**src/rtl/pps_timetag.sv**
```systemverilog
module pps_timetag #(
  parameter int SEC_W      = 28,
  parameter int SUB_W      = 24,
  parameter int TICKS      = 10_000_000,
  parameter int MISS_LIMIT = 10_000_100,
  parameter int SINCE_W    = 12
) (
  input  logic                   clk,
  input  logic                   rst_n,
  input  logic                   loc_pps,
  input  logic                   sc_pps,
  input  logic                   gps_lock,
  input  logic                   evt_stb,
  output logic [SEC_W+SUB_W-1:0] stamp,
  output logic                   stamp_vld,
  output logic                   pps_missing,
  output logic                   lock_ok,
  output logic [SINCE_W-1:0]     since_align
);
  localparam int MISS_W = $clog2(MISS_LIMIT + 1);
  localparam logic [SUB_W-1:0]   SUB_LAST  = SUB_W'(TICKS - 1);
  localparam logic [MISS_W-1:0]  MISS_TOP  = MISS_W'(MISS_LIMIT);
  localparam logic [SINCE_W-1:0] SINCE_TOP = '1;

  logic [2:0]         lp_q, sp_q;
  logic [1:0]         lk_q;
  logic [SEC_W-1:0]   sec_q;
  logic [SUB_W-1:0]   sub_q;
  logic [MISS_W-1:0]  miss_q;
  logic               acc, wrap, tick;

  always_ff @(posedge clk) begin
    if (!rst_n) begin
      lp_q <= '0;
      sp_q <= '0;
      lk_q <= '0;
    end else begin
      lp_q <= {lp_q[1:0], loc_pps};
      sp_q <= {sp_q[1:0], sc_pps};
      lk_q <= {lk_q[0], gps_lock};
    end
  end

  assign lock_ok     = lk_q[1];
  assign acc         = lock_ok ? (sp_q[1] & ~sp_q[2]) : (lp_q[1] & ~lp_q[2]);
  assign pps_missing = (miss_q == MISS_TOP);
  assign wrap        = pps_missing && (sub_q >= SUB_LAST);
  assign tick        = acc | wrap;

  always_ff @(posedge clk) begin
    if (!rst_n) begin
      sec_q       <= '0;
      sub_q       <= '0;
      miss_q      <= '0;
      since_align <= SINCE_TOP;
    end else begin
      sub_q <= tick ? '0 : sub_q + 1'b1;
      if (tick) sec_q <= sec_q + 1'b1;
      if (acc) miss_q <= '0;
      else if (!pps_missing) miss_q <= miss_q + 1'b1;
      if (acc && lock_ok) since_align <= '0;
      else if (tick && since_align != SINCE_TOP) since_align <= since_align + 1'b1;
    end
  end

  always_ff @(posedge clk) begin
    if (!rst_n) begin
      stamp     <= '0;
      stamp_vld <= 1'b0;
    end else begin
      stamp_vld <= evt_stb;
      if (evt_stb) stamp <= {sec_q, sub_q};
    end
  end
endmodule

```
**config.mk**
```make
export PLATFORM = sky130hd
export DESIGN_NAME = pps_timetag
export DESIGN_NICKNAME = d
export VERILOG_FILES = /design/src/rtl/pps_timetag.sv
export SDC_FILE = /design/constraint.sdc
export NUM_CORES = 1
export LEC_CHECK = 0
export CAP_MARGIN = 20
export CELL_PAD_IN_SITES_DETAIL_PLACEMENT = 1
export CELL_PAD_IN_SITES_GLOBAL_PLACEMENT = 1
export CORE_UTILIZATION = 43
export DETAILED_ROUTE_END_ITERATION = 16
export GPL_ROUTABILITY_DRIVEN = 0
export HOLD_SLACK_MARGIN = 0.06
export PLACE_DENSITY_LB_ADDON = 0.15
export SYNTH_ARGS = -nofsm -noshare
export SYNTH_HDL_FRONTEND = slang
export SYNTH_SLANG_ARGS = --single-unit
```
**constraint.sdc**
```tcl
create_clock -name clk -period 2.49 [get_ports clk]
set_input_delay 0.498 -clock clk [delete_from_list [all_inputs] [get_ports clk]]
set_output_delay 0.498 -clock clk [all_outputs]
set_load 0.01 [all_outputs]
```
[Word-level counts from Yosys, hierarchy flattened]
Index checks and enable logic that the tools add are counted.
Storage, ports and cells
  bits in registers: 149
  bits in latches: 0
  bits in writable memories: 0
  bits in read-only memories: 0
  bits of input ports: 6
  output and inout bits: 67
  logic and storage cells: 31
  memories kept: 0
Cells by class
  $add $sub $neg: 4
  multiply operators: 0
  divide/modulo/power cells: 0
  order comparisons: 1
  eq/ne operators: 2
  shift-type cells: 0
  mux-type cells: 3
  bitwise gates (word level): 6
  reductions and logical operators: 6
Operator list (count)
  $add A24 B1 Y24 const B: 2
  $add A28 B1 Y28 const B: 1
  $eq A24 B24 Y1 const B: 1
  $ge A24 B24 Y1 const B: 1
  $mux W12: 2
  $add A12 B1 Y12 const B: 1
  $ne A12 B12 Y1 const B: 1
  $reduce_or A2 Y1: 2
  $logic_and A1 B1 Y1: 3
  $not A1 Y1: 3
  $and A1 B1 Y1: 2
  $reduce_bool A2 Y1: 1
  $mux W1: 1
  $or A1 B1 Y1: 1

[Depth between registers and ports, before layout]
  depth after elaboration: 7
  mapped depth: 10

[Worst setup path after synthesis]
Ideal clock, no wire load.
  path type: register to register
  start: register miss_q[8]
  end: register sec_q[19]
  data arrival time: 2188 ps
  required time: 2420 ps
  path slack: 231 ps
  stages on the path, launching flop included: 9
  path buffers: 2
  cell sequence: dfxtp_1 buf_2 nor4b_1 nand4_1 o41a_1 a311o_1 buf_2 or4_1 a21oi_1
Between the ends
  longest elaborated chain between the ends: 3
RTL lines
  start, declared: line 29  | logic [MISS_W-1:0] miss_q;
  start signal, assigned: line 60  | else if (!pps_missing) miss_q <= miss_q + 1'b1;
  $eq A24 B24 Y1: line 46  | assign pps_missing = (miss_q == MISS_TOP);
  $logic_and A1 B1 Y1: line 47  | assign wrap = pps_missing && (sub_q >= SUB_LAST);
  $or A1 B1 Y1: line 48  | assign tick = acc | wrap;
  end signal, assigned: line 58  | if (tick) sec_q <= sec_q + 1'b1;
  end, declared: line 27  | logic [SEC_W-1:0] sec_q;
Every way passes these cells.
A chain may end at the register's enable or synchronous reset.

[Worst setup path in the final report]
  start: register miss_q[19]
  end: register sec_q[18]
Same word-level chain as after synthesis.

==> reports/qor.csv <==
stage,metric,value,unit
die,start_util,44.4,%
outcome,failed_checks,DRC,
global_routing,track_usage,24.5,%
final_layout,final_layout_size_suffix_gt1_share,13.3,%
clock_network,clk_path_buf_depth,2,
sta,fmax,0.409,GHz
pwr,ir_drop,0.515,mV
routing,drtIter0Drc,277,
worst_setup_path,rr_worst_depth,8,
clock_network,cts_sinks,149,
logic_synthesis,synth_nets,746,
clock_network,cts_tree,built,
final_layout,final_nets,847,
global_routing,grt-ovfl-total,0,
routing,vias_per_cell,5.76,
sta,rsz0062_at_grt,true,
die,die_y,125,um
pwr,total_leakage_power,3.16,nW
die,core_area,14600,um2
sta,setup_viol,0,
logic_synthesis,post_synth.cell_area_avg,8.85,um2
die,rows,44,
logic_synthesis,yosysSeqAreaShare,45.9,%
worst_setup_path,cpPeakStageDelay,450,ps
worst_setup_path,startpoint_type,flop,
die,die-area,15600,um2
placed_design,detailed_place_hpwl,12.0,mm
final_layout,fill_cells,1663,
sta,finalClockSkew,7.14,ps
worst_setup_path,critPathRequiredTime,2790,ps
logic_synthesis,synth_area_leaders,"dfxtp_1 46%, mux2i_1 8.5%, nor2_1 7.1%",
logic_synthesis,synthArstFlopShare,0,%
flow_run,drv_cap,0,
global_routing,grt_max_degree,54,
global_routing,antenna_found_initial,0,
clock_network,ctsRootBufferMaster,clkbuf_16,
routing,drt_pass1_iterations,10,
worst_setup_path,cp-end-kind,flop,
final_layout,insertedDiodeCount,0,
logic_synthesis,synthFlopType,dfxtp_1,
final_layout,multi_input_area,3370,um2
sta,hold_viol,0,
sta,tightest_slew,633,ps
clock_network,clkLatencyLatePin,430,ps
routing,vias,5942,
worst_setup_path,critical_path_class,flop to flop,
logic_synthesis,synth_area,6500,um2
worst_setup_path,crit_fanout,17,
routing,drcViolationCount,8,
worst_setup_path,crit_arrival,2740,ps
worst_setup_path,crit_slowest_cell,o41a_1,
clock_network,cts-buffers-inserted,17,
worst_setup_path,crit_chain,nand2_2 > or3_4 > o41a_1 > a311o_2 > buf_12 > buf_4 > o41ai_1 > a21oi_1,
logic_synthesis,synth_largest_area_cell,dfxtp_1,
sta,finalCriticalPeriod,2440,ps
sta,drv_slew,0,
die,num_io_pins,73,
sta,period_share,98.2,%
pwr,power.total,5.90,mW
logic_synthesis,yosysTopAreaCellShare,45.9,%
logic_synthesis,synth_seq_cells,149,
outcome,outcome,"complete, but fails checks",
sta,slew_headroom,57.5,%
final_layout,final_core_util,57.5,%
logic_synthesis,ys_warn_count,0,
routing,wl_per_cell,18.2,um
final_layout,seqCellArea,2990,um2
logic_synthesis,synth_edf_count,0,
clock_network,cts-htree-levels,4,
final_layout,syn_to_final_growth,29.6,%
pwr,p_per_area,700,nW/um2
global_routing,grt_pass1_vias,6123,
clock_network,clk_pin_slew_worst_paths,60,ps
die,die-width,125,um
routing,routed_wl,18.8,mm
min_path,min_path_cells,1,
logic_synthesis,synth_cells,735,
logic_synthesis,post_synth_num_cell_types,52,
routing,drtAntennaViolNets,0,
placed_design,port_buffers,72,
min_path,hold_path.class,flop to flop,
global_routing,grt_pass1_wl,30.8,mm
## what timing repair did
| item | CTS | global route |
|---|---|---|
| gates cloned | 0 | 1 |
| pin swaps | 2 | 7 |
| setup endpoints to repair | 6 | 22 |
| hold buffers | 0 | 0 |
| resized for setup | 7 | 18 |
| setup buffers | 2 | 7 |
## cell usage in the layout, fill, tap and decap left out, types with 3 or more instances in the layout
cell type	Yosys	layout
a21oi_1	28	25
a31oi_1	3	3
a32oi_1	3	3
and2_1	14	14
and3_1	6	6
and4_1	5	5
buf_12	0	4
buf_4	1	47
clkbuf_16	0	18
clkdlybuf4s50_1	0	70
clkinv_2	0	3
clkinvlp_4	0	5
dfxtp_1	149	147
ha_1	5	5
inv_1	24	23
mux2i_1	55	55
nand2_1	50	49
nand2b_1	5	5
nand3_1	31	31
nand4_1	22	22
nor2_1	123	123
nor3_1	15	14
nor3b_1	3	3
nor4_1	9	8
o2111ai_1	10	10
o211ai_1	8	8
o21a_1	4	4
o21ai_0	5	5
o31ai_1	14	12
o32a_1	3	3
o41ai_1	9	6
o41ai_2	0	3
or2_2	5	5
or3_1	4	3
or4_1	13	11
xnor2_1	17	17
xor2_1	28	28
## sequential cells by signal, summed over array words and instances, names as in the netlist
name,flops
sp_q,3
miss_q,24
stamp,52
sub_q,24
sec_q,28
lp_q,3
stamp_vld,1
since_align,12
lk_q,2
## report_power, final
group          internal [mW]  switching (mW)
sequential              2.44          0.0645
clock                   1.52            1.04
combinational          0.357           0.479
total                   4.31            1.58
## cells in the mapped netlist (all sizes together) (8+ instances only)
cell	count
nand2	50
xnor2	17
nand3	31
nor4	9
o211ai	8
o41ai	9
clkbuf	20
or4	13
dfxtp	149
nor2	123
and2	14
xor2	28
a21oi	28
nand4	22
inv	24
buf	22
o2111ai	10
mux2i	55
o31ai	14
nor3	15
## through the flow
stage,setup TNS [ps],worst slack [ps],hold WS (ps),instance area [um2],instances
after floorplan,0,231,412,6500,735
after global placement,0,57.7,423,7640,990
after detailed placement,-22.3,-12.6,421,7640,990
after CTS,0,3.65,436,8270,1023
after global routing,-291,-59.7,458,8430,1032
final,0,45.3,433,8430,1032
## logic make-up after synthesis
logic type,share of synthesized area (%)
simple gates,23.3
flops,45.9
compound gates,11.3
buf+inv,4.04
mux,8.46
xor+xnor,6.06
fa+ha+maj,0.962
## per-layer routing
metal  global-route usage (%)  routed length (um)
met1                     28.8                8050
met2                     42.8                9550
met3                     6.76                 941
met4                     8.90                 277
met5                        0                   0
## worst max-delay path, delay by kind of cell (launching register included)
| family | cells | cell delay (ps) |
|---|---|---|
| AOI/OAI and AO/OA | 4 | 1230 |
| buffers and inverters | 2 | 300 |
| DFF | 1 | 350 |
| and+or+nand+nor | 2 | 420 |
## final timing paths
check / start / to / slack, ps
max: miss_q[19]$_SDFFE_PP0N_ / sec_q[18]$_SDFFE_PN0P_ / 50
min reg2reg: lk_q[0]$_SDFF_PN0_ / lk_q[1]$_SDFF_PN0_ / 430
max reg2reg: miss_q[19]$_SDFFE_PP0N_ / sec_q[18]$_SDFFE_PN0P_ / 50
min: lk_q[0]$_SDFF_PN0_ / lk_q[1]$_SDFF_PN0_ / 430
## layout make-up
| class | count | share of cell area, % |
|---|---|---|
| clock buffer | 19 | 5.37 |
| clock inverter | 12 | 1.54 |
| inverter | 24 | 1.07 |
| multi-input combinational | 520 | 40.0 |
| sequential | 149 | 35.4 |
| tap | 184 | 2.73 |
| timing repair buffer | 124 | 13.9 |
No activity file was read; power rests on OpenSTA's default activity.
